## config.mk

```make
export PLATFORM = sky130hd
export DESIGN_NAME = alu_flag_reg
export DESIGN_NICKNAME = d
export VERILOG_FILES = /design/src/rtl/alu_flag_pkg.sv /design/src/rtl/alu_flag_arith.sv /design/src/rtl/alu_flag_sys.sv /design/src/rtl/alu_flag_reg.sv
export SDC_FILE = /design/constraint.sdc
export NUM_CORES = 1
export LEC_CHECK = 0
export BUFFER_PORTS_ARGS = -buffer_cell sky130_fd_sc_hd__buf_2
export CORE_MARGIN = 10
export CORE_UTILIZATION = 25
export CTS_BUF_LIST = sky130_fd_sc_hd__clkbuf_8
export CTS_CLUSTER_DIAMETER = 80
export DETAILED_ROUTE_END_ITERATION = 7
export PLACE_DENSITY = 0.66
export SYNTH_ARGS = -nofsm -noshare
export SYNTH_HDL_FRONTEND = slang
export SYNTH_SLANG_ARGS = --single-unit
```

## constraint.sdc

```tcl
create_clock -name clk -period 1.1 [get_ports clk]
set_clock_uncertainty 0.05 [all_clocks]
set_input_delay 0.22 -clock clk [delete_from_list [all_inputs] [get_ports clk]]
set_output_delay 0.22 -clock clk [all_outputs]
set_load 0.02 [all_outputs]
```

## src/rtl/alu_flag_pkg.sv

```systemverilog
package alu_flag_pkg;

    typedef enum logic [2:0] {
        OPC_IDLE  = 3'd0,
        OPC_ADD   = 3'd1,
        OPC_SUB   = 3'd2,
        OPC_LOGIC = 3'd3,
        OPC_ROTC  = 3'd4
    } op_cls_e;

    // Bit positions inside the status word (software visible).
    localparam int unsigned POS_C   = 0;
    localparam int unsigned POS_AC  = 1;
    localparam int unsigned POS_Z   = 2;
    localparam int unsigned POS_OV  = 3;
    localparam int unsigned POS_PDF = 4;
    localparam int unsigned POS_TO  = 5;
    localparam int unsigned STAT_W  = 8;

    typedef struct packed {
        logic to;
        logic pdf;
        logic ov;
        logic z;
        logic ac;
        logic c;
    } flags_t;

    typedef struct packed {
        logic upd_c;
        logic upd_ac;
        logic upd_z;
        logic upd_ov;
        logic c;
        logic ac;
        logic z;
        logic ov;
    } arith_upd_t;

endpackage

```

## src/rtl/alu_flag_arith.sv

```systemverilog
module alu_flag_arith
    import alu_flag_pkg::*;
#(
    parameter int unsigned DATA_W  = 8,
    parameter int unsigned HALF_AT = 4
) (
    input  logic [2:0]        op_cls,
    input  logic [DATA_W-1:0] opnd_a,
    input  logic [DATA_W-1:0] opnd_b,
    input  logic [DATA_W-1:0] alu_res,
    input  logic              alu_cout,
    output arith_upd_t        upd
);
    localparam int unsigned TOP = DATA_W - 1;

    logic              is_sub;
    logic [DATA_W-1:0] b_eff;
    logic [DATA_W-1:0] cin_bit;

    assign is_sub = (op_cls == OPC_SUB);

    // Subtract is modelled as a + ~b + 1, so carries are inverted borrows.
    generate
        for (genvar i = 0; i < DATA_W; i++) begin : g_carry_in
            assign b_eff[i]   = opnd_b[i] ^ is_sub;
            assign cin_bit[i] = opnd_a[i] ^ b_eff[i] ^ alu_res[i];
        end
    endgenerate

    always_comb begin
        upd = '0;
        unique case (op_cls)
            OPC_ADD, OPC_SUB: begin
                upd.upd_c  = 1'b1;
                upd.upd_ac = 1'b1;
                upd.upd_z  = 1'b1;
                upd.upd_ov = 1'b1;
            end
            OPC_LOGIC: upd.upd_z = 1'b1;
            OPC_ROTC:  upd.upd_c = 1'b1;
            default: ;
        endcase
        upd.c  = alu_cout;
        upd.ac = cin_bit[HALF_AT];
        upd.z  = (alu_res == '0);
        upd.ov = cin_bit[TOP] ^ alu_cout;
    end

endmodule

```

## src/rtl/alu_flag_sys.sv

```systemverilog
module alu_flag_sys (
    input  logic pdf_q,
    input  logic to_q,
    input  logic pwr_up,
    input  logic wdt_clr,
    input  logic halt,
    input  logic wdt_tmo,
    output logic pdf_d,
    output logic to_d
);
    logic pdf_clr;
    logic to_clr;

    assign pdf_clr = pwr_up | wdt_clr;
    assign to_clr  = pwr_up | wdt_clr | halt;

    // A set event always dominates a clear event in the same cycle.
    always_comb begin
        pdf_d = pdf_q;
        if (halt)         pdf_d = 1'b1;
        else if (pdf_clr) pdf_d = 1'b0;

        to_d = to_q;
        if (wdt_tmo)     to_d = 1'b1;
        else if (to_clr) to_d = 1'b0;
    end

endmodule

```

## src/rtl/alu_flag_reg.sv

```systemverilog
module alu_flag_reg
    import alu_flag_pkg::*;
#(
    parameter int unsigned DATA_W  = 8,
    parameter int unsigned HALF_AT = 4
) (
    input  logic              clk,
    input  logic              rst_n,
    input  logic [2:0]        op_cls,
    input  logic [DATA_W-1:0] opnd_a,
    input  logic [DATA_W-1:0] opnd_b,
    input  logic [DATA_W-1:0] alu_res,
    input  logic              alu_cout,
    input  logic              pwr_up,
    input  logic              wdt_clr,
    input  logic              halt,
    input  logic              wdt_tmo,
    input  logic              sw_we,
    input  logic [7:0]        sw_wdata,
    output logic [7:0]        status
);
    localparam int unsigned FLAG_W = $bits(flags_t);

    flags_t     flg_d, flg_q;
    arith_upd_t aupd;
    logic       pdf_n, to_n;

    alu_flag_arith #(.DATA_W(DATA_W), .HALF_AT(HALF_AT)) u_arith (
        .op_cls   (op_cls),
        .opnd_a   (opnd_a),
        .opnd_b   (opnd_b),
        .alu_res  (alu_res),
        .alu_cout (alu_cout),
        .upd      (aupd)
    );

    alu_flag_sys u_sys (
        .pdf_q   (flg_q.pdf),
        .to_q    (flg_q.to),
        .pwr_up  (pwr_up),
        .wdt_clr (wdt_clr),
        .halt    (halt),
        .wdt_tmo (wdt_tmo),
        .pdf_d   (pdf_n),
        .to_d    (to_n)
    );

    always_comb begin
        flg_d = flg_q;
        if (sw_we) begin
            flg_d.c  = sw_wdata[POS_C];
            flg_d.ac = sw_wdata[POS_AC];
            flg_d.z  = sw_wdata[POS_Z];
            flg_d.ov = sw_wdata[POS_OV];
        end
        if (aupd.upd_c)  flg_d.c  = aupd.c;
        if (aupd.upd_ac) flg_d.ac = aupd.ac;
        if (aupd.upd_z)  flg_d.z  = aupd.z;
        if (aupd.upd_ov) flg_d.ov = aupd.ov;
        flg_d.pdf = pdf_n;
        flg_d.to  = to_n;
    end

    always_ff @(posedge clk) begin
        if (!rst_n) flg_q <= '0;
        else        flg_q <= flg_d;
    end

    always_comb begin
        status              = '0;
        status[POS_C]       = flg_q.c;
        status[POS_AC]      = flg_q.ac;
        status[POS_Z]       = flg_q.z;
        status[POS_OV]      = flg_q.ov;
        status[POS_PDF]     = flg_q.pdf;
        status[POS_TO]      = flg_q.to;
        status[7:FLAG_W]    = '0;
    end

endmodule

```

# --- Word level (Yosys, flattened, before mapping) ---
# Cells that the tools add are included.
# W data, S select, Z words.
op_classes:
  bitwise: 9
  mux: 12
  eq_ne: 4
  reduce_logical: 9
op_table:
  columns: ["cell", "n"]
  rows:
  - ["$mux W1", 11]
  - ["$reduce_bool A2 Y1", 5]
  - ["$logic_not A8 Y1", 1]
  - ["$xor A1 B1 Y1", 7]
  - ["$eq A3 B2 Y1 const B", 2]
  - ["$reduce_or A3 Y1", 2]
  - ["$mux W4", 1]
  - ["$eq A3 B1 Y1 const B", 1]
  - ["$eq A3 B3 Y1 const B", 1]
  - ["$or A1 B1 Y1", 2]
  - ["$reduce_or A2 Y1", 1]
totals:
  in_bits: 43
  regBits: 6
  output_inout_bits: 8

# --- Logic depth before layout (Yosys ltp) ---
# Gate-level depths: netlist of the first run.
depth:
  depth_word: 6
  ltp_mapped: 5
  depth_no_buf: 4

# --- By module ---
# From an unflattened synthesis of the first run, not the netlist that was laid out.
unflattened:
  hier_cells: 45
  area_unflattened_um2: 444.2
by_module_without_submodules:
  columns: ["module", "seq_area_each_um2", "area_per_inst_um2", "cells_each", "instances"]
  rows:
  - ["alu_flag_reg", 120.1, 261.5, 23, 1]
  - ["alu_flag_arith", 0.0, 155.1, 18, 1]
  - ["alu_flag_sys", 0.0, 27.5, 4, 1]

# --- Worst setup path after synthesis of the first run ---
# Ideal clock, no wire load.
synth_timing:
  kind: "input to register"
  startpoint: "input port alu_res[4]"
  endpoint: "register flg_q, in the netlist status[1]"
  path_stages: 3
  t_arrival_ns: 0.990
  setup_slack_ns: -0.057
  setup_ns: 0.116
  required_time_ns: 0.934
  cell_sequence: "xor3_1 -> o22a_1 -> o211a_1"
synth_via:
  elab_chain_len: 2
synth_rtl:
  columns: ["item", "line_no", "text"]
  rows:
  - ["from (decl)", "alu_flag_reg.sv:12", "input logic [DATA_W-1:0] alu_res,"]
  - ["$xor A1 B1 Y1", "alu_flag_arith.sv:26", "assign cin_bit[i] = opnd_a[i] ^ b_eff[i] ^ alu_res[i];"]
  - ["$mux W1", "alu_flag_reg.sv:57", "if (aupd.upd_ac) flg_d.ac = aupd.ac;"]
  - ["to (signal assigned)", "alu_flag_reg.sv:66", "else flg_q <= flg_d;"]
  - ["to (decl)", "alu_flag_reg.sv:24", "flags_t flg_d, flg_q;"]
# No other way between the ends.
# A chain may end at the register's enable or synchronous reset.

# --- Final worst setup path of the first run ---
# Ends and elaborated chain as after synthesis.

==> results of run 1 <==
final timing paths:
path / from / end / slack, ns / depth (start not counted)
max: alu_res[4] / status[1] / 0.04 / 5
max reg2reg: status[3] / status[3] / 0.11 / 3
min reg2reg: status[4] / status[4] / 0.45 / 2
min: wdt_tmo / status[5] / 0.15 / 2
layout make-up:
type / instances / area, sq um / share of cell area
sequential: 6 / 120 / 0.181
multi-input combinational: 36 / 278 / 0.419
timing repair buffer: 37 / 204 / 0.308
clock buffer: 3 / 41.3 / 0.0623
tap: 16 / 20.0 / 0.0302
cell usage in the layout (no fill, tap or decap), drive strengths merged, types with 3 or more instances in the layout:
cell / synthesis / layout
buf: 5 / 37
dfxtp: 6 / 6
xnor2: 4 / 4
mux2i: 3 / 3
clkbuf: 0 / 3
stage by stage:
stage	utilization	TNS [ns]	total power [uW]	hold WS (ns)
floorplan	-	-0.0567	376	0.288
global placement	0.390	-0.417	459	0.381
detailed placement	0.390	-0.423	463	0.383
CTS	0.417	0	801	0.150
global route	0.421	0	845	0.162
finish	0.421	0	790	0.153
power groups by stage:
stage | registers (uW) | logic, uW | clock network [uW]
floorplan | 263 | 112 | 0
global placement | 246 | 213 | 0
detailed placement | 247 | 216 | 0
CTS | 243 | 218 | 340
global route | 245 | 236 | 363
finish | 243 | 217 | 330
Yosys cell counts (all sizes together), types with 2 or more instances:
cell	n
mux2i	3
o311ai	2
nand2	2
nor2b	2
nor4	2
nand2b	2
xnor2	4
buf	5
dfxtp	6
mux2	2
nor2	2
worst reg2reg max path, stage by stage (launching register included):
cell,delay [ns]
dfxtp_1,0.29
mux2_2,0.25
o311ai_0,0.08
o311ai_0,0.18
routing by layer:
metal / global-route usage / share of wire / wire [um]
met1: 0.0694 / 0.40 / 526
met2: 0.0937 / 0.41 / 542
met3: 0.0473 / 0.16 / 209
met4: 0.0669 / 0.029 / 38
met5: 0 / 0 / 0
repair_timing:
action,4_1_cts,5_1_grt
pin swaps,1,3
gates resized for setup,0,1
endpoints found under the setup margin,1,1
cell families after synthesis:
family,after synthesis,share of synthesized area
AOI/OAI and AO/OA,10,0.177
DFF,6,0.278
buffers and inverters,5,0.0870
muxes,5,0.122
other,1,0.00869
xor gates and xnor gates,5,0.136
and+or+nand+nor,14,0.191
==> flow_metrics.tcl, run 1 <==
set metrics [dict create \
    place_hpwl_um 1140 \
    clockBufferDepth 2 \
    cp_data_required_time_ns 1.16 \
    gp_congestion 0.713 \
    cts_num_sinks 6 \
    endpoint_kind "flop" \
    track_usage 0.0695 \
    routed_wl_um 1320 \
    placed_cells 95 \
    routed_via_density 4.58 \
    n_antenna_cell 0 \
    placed_cell_area_sq_um 616 \
    hold_class "in2reg" \
    io_pins 51 \
    p_switching_uw 202 \
    netlist.area_leader.share 0.278 \
    drt-initial-drc-count 11 \
    synth_area_leader_cell "dfxtp_1" \
    cp_data_arrival_time_ns 1.12 \
    die_area_sq_mm 0.00379 \
    cp_cell_sequence "buf_6 > xor3_1 > nand2_1 > o22a_1 > o211a_1" \
    cts_hold_buf 0 \
    cts_tree "built" \
    route.detailed.drc 0 \
    fp.dieW_um 61.6 \
    post-place-ws_ns -0.226 \
    leakage_uw 0.000338 \
    grt_max_degree 9 \
    status "finished, final reports clean" \
    cap_violations 0 \
    ant_nets 0 \
    via_count 449 \
    setup_viol 0 \
    antenna_found_initial 0 \
    grt_pass1_vias 429 \
    rsz0062_at_grt "false" \
    row_count 14 \
    drive_above_1_share 0.524 \
    port_buffers 32 \
    grt_pass1_wl_um 1860 \
    startpoint_type "primary input" \
    power.share.sequential 0.308 \
    finalNonFillerCells 98 \
    dr.pass1.iters 2 \
    area_growth_pct 53.6 \
    numCtsBuffers 3 \
    netlist_area_sq_um 432 \
    p_comb_frac 0.275 \
    ir_drop_mv 0.336 \
    cts_setup_buffers 0 \
    htreeDepth 1 \
    yosysWarnings 0 \
    synthCells 46 \
    max_freq_ghz 0.941 \
    swShare 0.255 \
    ctsRootBufferMaster "clkbuf_8" \
    initial_core_util 0.274 \
    min_period_over_period 0.966 \
    fillers 156 \
    insertion_delay_ns 0.22 \
    p_int_uw 588 \
    yosys.cell_types.count 25 \
    crit_fanout 2 \
    clk_pin_slew_ns 0.04 \
    final_area_sq_um 663 \
    synth-seq-cells 6 \
    post-route-min-period_ns 1.06 \
    ys.flop_type "dfxtp_1" \
    slowest_delay_ns 0.39 \
    synthTopCellsByArea "dfxtp_1 28%, buf_4 8.7%, xnor2_1 8.1%, mux2i_1 7.0%, xor3_1 5.5%" \
    powerDensity_mw_per_mm2 1190 \
    grt_overflow 0 \
    ys_seq_area_frac 0.278 \
    wl_per_cell_um 13.4 \
    crit_buf_inv 1 \
    fp.dieH_um 61.6 \
    slew_violations 0 \
    nets 127 \
    slowest_stage "xor3_1" \
    fp.coreArea_sq_mm 0.00158 \
    hold_viol 0 \
    worst_slack_ns 0.0377 \
    p_clk_frac 0.418 \
    syn_avg_cell_area_sq_um 9.38 \
    largest_register_ff_count 6 \
    path_delay_family "XOR/XNOR gates" \
    crit_type "in2reg" \
    synth_edf_count 0 \
    async_flop_share 0 \
]
Note: power is estimated with default switching activity, not from simulation.
==> inputs of run 2 (changes only) <==
--- a/config.mk
+++ b/config.mk
@@ -5,13 +5,13 @@
 export SDC_FILE = /design/constraint.sdc
 export NUM_CORES = 1
 export LEC_CHECK = 0
-export BUFFER_PORTS_ARGS = -buffer_cell sky130_fd_sc_hd__buf_2
+export ABC_AREA = 1
+export BUFFER_PORTS_ARGS = -buffer_cell sky130_fd_sc_hd__buf_4
 export CORE_MARGIN = 10
 export CORE_UTILIZATION = 25
 export CTS_BUF_LIST = sky130_fd_sc_hd__clkbuf_8
 export CTS_CLUSTER_DIAMETER = 80
 export DETAILED_ROUTE_END_ITERATION = 7
-export PLACE_DENSITY = 0.66
 export SYNTH_ARGS = -nofsm -noshare
 export SYNTH_HDL_FRONTEND = slang
 export SYNTH_SLANG_ARGS = --single-unit
==> flow_metrics.tcl, run 2 <==
set metrics [dict create \
    post-route-min-period_ns 0.966 \
    fp.coreArea_sq_mm 0.00176 \
    numCtsBuffers 3 \
    slowest_delay_ns 0.33 \
    syn_avg_cell_area_sq_um 5.96 \
    cap_violations 0 \
    clockBufferDepth 2 \
    synth_most_common_cell "nand2_1" \
    gp_congestion 0.676 \
    io_pins 51 \
    initial_core_util 0.270 \
    use_met1 0.0781 \
    htreeDepth 1 \
    grt_overflow 0 \
    startpoint_type "flop" \
    die_area_sq_mm 0.00405 \
    cts_setup_buffers 0 \
    crit_fanout 2 \
    synthCells 80 \
    synth_edf_count 0 \
    yosysWarnings 0 \
    synth_area_leader_cell "dfxtp_1" \
    reg2reg_depth 4 \
    slowest_stage "dfxtp_1" \
    place_hpwl_um 1380 \
    hold_depth 3 \
    r2r_slack_ns 0.32 \
    hold_class "in2reg" \
    wl_per_cell_um 11.0 \
    netlist_area_sq_um 477 \
    largest_register_ff_count 6 \
    cts_hold_buf 0 \
    endpoint_kind "output pin" \
    slew_violations 0 \
    routed_wl_um 1510 \
    powerDensity_mw_per_mm2 1060 \
    cp_data_required_time_ns 0.83 \
    insertion_delay_ns 0.22 \
    status "finished, final reports clean" \
    total_power_uw 807 \
    min_period_over_period 0.879 \
    async_flop_share 0 \
    crit_buf_inv 1 \
    fp.dieH_um 63.7 \
    dr.pass1.iters 4 \
    cts_tree "built" \
    via_count 587 \
    ctsRootBufferMaster "clkbuf_8" \
    cp_cell_sequence "buf_4" \
    rsz0062_at_grt "false" \
    leakage_uw 0.000431 \
    antenna_found_initial 0 \
    max_freq_ghz 1.03 \
    cts_num_sinks 6 \
    placed_cells 134 \
    hold_viol 0 \
    final_cell_mix "32 x buf_4, 24 x nand2_1, 14 x inv_1, 11 x nand3_1, 6 x dfxtp_1" \
    r2r-start "status[2]" \
    cp_data_arrival_time_ns 0.70 \
    n_antenna_cell 0 \
    top_usage_layer "met2" \
    area_growth_pct 60.1 \
    row_count 15 \
    track_usage 0.0775 \
    grt_util_met3 0.0442 \
    clk_pin_slew_ns 0.04 \
    fp.dieW_um 63.7 \
    yosys-top-cells-count "24 x nand2_1, 14 x inv_1, 11 x nand3_1" \
    ant_nets 0 \
    crit_type "reg2out" \
    ir_drop_mv 0.779 \
    finalNonFillerCells 137 \
    synthTopCellsByArea "dfxtp_1 25%, nand2_1 19%, nand3_1 12%, inv_1 11%, buf_4 6.3%" \
    path_delay_family "flip-flops" \
    drive_above_1_share 0.339 \
    use_met2 0.128 \
    cts_resized 0 \
    nets 157 \
    ys.flop_type "dfxtp_1" \
    setup_viol 0 \
    ys_seq_area_frac 0.252 \
    yosys.cell_types.count 18 \
    worst_slack_ns 0.134 \
    reg2reg_to "status[2]" \
    whs_endpoint "status[4]" \
    grt_pass1_vias 591 \
    netlist.area_leader.share 0.252 \
    post-route-util 0.433 \
    post-place-ws_ns -0.00339 \
    port_buffers 32 \
    routed_via_density 4.28 \
    grt_max_degree 9 \
    hp-start "halt" \
    drt-initial-drc-count 15 \
    synth-seq-cells 6 \
    route.detailed.drc 0 \
    grt_pass1_wl_um 2550 \
    final_common_cell "buf_4" \
]
## run 2: cell type report
class,count,area [sq um]
sequential,6,120
fill,210,1000
multi-input combinational,57,278
clock buffer,3,41.3
inverter,14,52.6
tap,25,31.3
timing repair buffer,32,240
## run 2: through the flow
step | setup TNS [ns] | cell area, sq um | hold slack (ns)
after floorplan | 0 | 480 | 0.288
after global placement | 0 | 722 | 0.387
after detailed placement | -0.00339 | 722 | 0.394
after CTS | 0 | 763 | 0.163
after global routing | 0 | 763 | 0.162
final | 0 | 763 | 0.167
## run 2: logic make-up (layout without fill, tap and decap cells)
kind of cell | count (synthesis) | count (layout) | synth area share
simple gates | 44 | 44 | 0.428
buf+inv | 18 | 49 | 0.173
compound gates | 9 | 9 | 0.102
flops | 6 | 6 | 0.252
xor+xnor | 2 | 2 | 0.0368
other cells | 1 | 2 | 0.00787
## run 2: power breakdown
part           switching [uW]  internal, uW
combinational             120           119
clock                    89.5           235
sequential               8.23           236
total                     218           589
## run 2: how the worst max path moves through the flow
stage / startpoint / to / slack [ns] / cells past startpoint
after CTS: status[4] / status[4] / 0.12 / 1
after detailed placement: op_cls[0] / status[3] / -0.003 / 8
final: status[4] / status[4] / 0.13 / 1
after global placement: op_cls[0] / status[0] / 0.04 / 7
after floorplan: op_cls[0] / status[0] / 0.22 / 6
after global routing: status[5] / status[5] / 0.09 / 1
## run 2: per-layer routing
metal | vias up | share of wire
met1 | 256 | 0.39
met4 | 0 | 0
met3 | 0 | 0.065
li1 | 313 | -
met5 | - | 0
met2 | 18 | 0.54
## run 2: worst min-delay path, delay by kind of cell
family / cells / cell delay [ns]
simple gates: 1 / 0.07
compound gates: 1 / 0.03
buf+inv: 1 / 0.08
==> inputs of run 3 (changes only) <==
--- a/config.mk
+++ b/config.mk
@@ -8,10 +8,11 @@
 export ABC_AREA = 1
 export BUFFER_PORTS_ARGS = -buffer_cell sky130_fd_sc_hd__buf_4
 export CORE_MARGIN = 10
-export CORE_UTILIZATION = 25
+export CORE_UTILIZATION = 31
 export CTS_BUF_LIST = sky130_fd_sc_hd__clkbuf_8
 export CTS_CLUSTER_DIAMETER = 80
 export DETAILED_ROUTE_END_ITERATION = 7
+export PLACE_DENSITY = 0.76
 export SYNTH_ARGS = -nofsm -noshare
 export SYNTH_HDL_FRONTEND = slang
 export SYNTH_SLANG_ARGS = --single-unit
==> flow_metrics.tcl, run 3 (same netlist as run 2, synthesis figures left out) <==
set metrics [dict create \
    status "finished, final reports clean" \
    route.detailed.drc 0 \
    gp_congestion 0.751 \
    fp.dieH_um 59.2 \
    rsz0062_at_grt "false" \
    crit_buf_inv 1 \
    antenna_found_initial 0 \
    r2r-start "status[2]" \
    startpoint_type "flop" \
    ctsRootBufferMaster "clkbuf_8" \
    port_buffers 32 \
    numCtsBuffers 3 \
    cts_resized 0 \
    reg2reg_to "status[2]" \
    routed_wl_um 1470 \
    hold_depth 3 \
    track_usage 0.0928 \
    cp_data_required_time_ns 0.83 \
    post-route-min-period_ns 0.968 \
    cts_tree "built" \
    crit_fanout 2 \
    cts_setup_buffers 0 \
    wl_per_cell_um 11.5 \
    r2r_slack_ns 0.33 \
    grt_max_degree 9 \
    initial_core_util 0.324 \
    grt_overflow 0 \
    drive_above_1_share 0.339 \
    placed_cell_area_sq_um 711 \
    slowest_delay_ns 0.33 \
    post-place-ws_ns 0.0124 \
    path_delay_family "flip-flops" \
    clockBufferDepth 2 \
    clk_pin_slew_ns 0.04 \
    cts_hold_buf 0 \
    setup_viol 0 \
    endpoint_kind "output pin" \
    max_freq_ghz 1.03 \
    worst_slack_ns 0.132 \
    nets 157 \
    final_common_cell "buf_4" \
    hold_class "in2reg" \
    die_area_sq_mm 0.00351 \
    powerDensity_mw_per_mm2 1070 \
    finalNonFillerCells 128 \
    place_hpwl_um 1310 \
    via_count 599 \
    routed_via_density 4.68 \
    slowest_stage "dfxtp_1" \
    hp-start "halt" \
    min_period_over_period 0.880 \
    final_cell_mix "32 x buf_4, 24 x nand2_1, 14 x inv_1, 11 x nand3_1, 6 x dfxtp_1" \
    fp.dieW_um 59.2 \
    cp_data_arrival_time_ns 0.70 \
    dr.pass1.iters 2 \
    final_area_sq_um 752 \
    leakage_uw 0.000431 \
    n_antenna_cell 0 \
    placed_cells 125 \
    tns_ns 0 \
    row_count 14 \
    grt_pass1_wl_um 2690 \
    largest_register_ff_count 6 \
    cap_violations 0 \
    whs_endpoint "status[4]" \
    fp.coreArea_sq_mm 0.00147 \
    htreeDepth 1 \
    post-route-util 0.511 \
    area_growth_pct 57.7 \
    drt-initial-drc-count 11 \
    cts_num_sinks 6 \
    ir_drop_mv 0.631 \
    cp_cell_sequence "buf_4" \
    hold_viol 0 \
    crit_type "reg2out" \
    insertion_delay_ns 0.22 \
    io_pins 51 \
    grt_pass1_vias 633 \
    ant_nets 0 \
    reg2reg_depth 4 \
    slew_violations 0 \
]
==> run 3: worst max path at each step <==
stage / end / slack [ns] / cells past startpoint / startpoint
after floorplan: status[0] / 0.22 / 6 / op_cls[0]
after global placement: status[0] / 0.04 / 7 / op_cls[0]
after detailed placement: status[3] / 0.01 / 8 / op_cls[0]
after CTS: status[4] / 0.13 / 1 / status[4]
after global routing: status[4] / 0.10 / 1 / status[4]
final: status[3] / 0.13 / 1 / status[3]
==> run 3: routing by layer <==
| metal | part of all wire | global-route usage | vias up |
|---|---|---|---|
| li1 | - | - | 312 |
| met1 | 0.39 | 0.102 | 263 |
| met2 | 0.52 | 0.150 | 22 |
| met3 | 0.079 | 0.0472 | 2 |
| met4 | 0.0075 | 0.0295 | 0 |
| met5 | 0 | 0 | - |
==> run 3: cell type report <==
class                           count  area, sq um
Fill cell                         153          719
Inverter                           14         52.6
Timing Repair Buffer               32          240
Tap cell                           16         20.0
Sequential cell                     6          120
Clock buffer                        3         41.3
Multi-Input combinational cell     57          278
==> run 3: where the power goes <==
group / leakage (uW) / internal [uW] / switching (uW) / total, uW
Sequential: 0.0000498 / 236 / 8.47 / 244
Combinational: 0.000359 / 119 / 119 / 238
Clock: 0.0000216 / 235 / 90.0 / 325
Total: 0.000431 / 589 / 218 / 807
==> run 3: worst register-to-register path, delay by kind of cell, from the launching register on <==
kind             cells  cell delay, ns
AO/OA/AOI/OAI        2            0.20
AND/OR/NAND/NOR      2            0.10
flip-flops           1            0.30
==> run 3: through the flow <==
stage          total power (uW)  hold slack [ns]
4_1_cts                     818            0.176
6_report                    807            0.177
3_3_place_gp                480            0.383
5_1_grt                     865            0.226
2_1_floorplan               372            0.288
3_5_place_dp                487            0.405
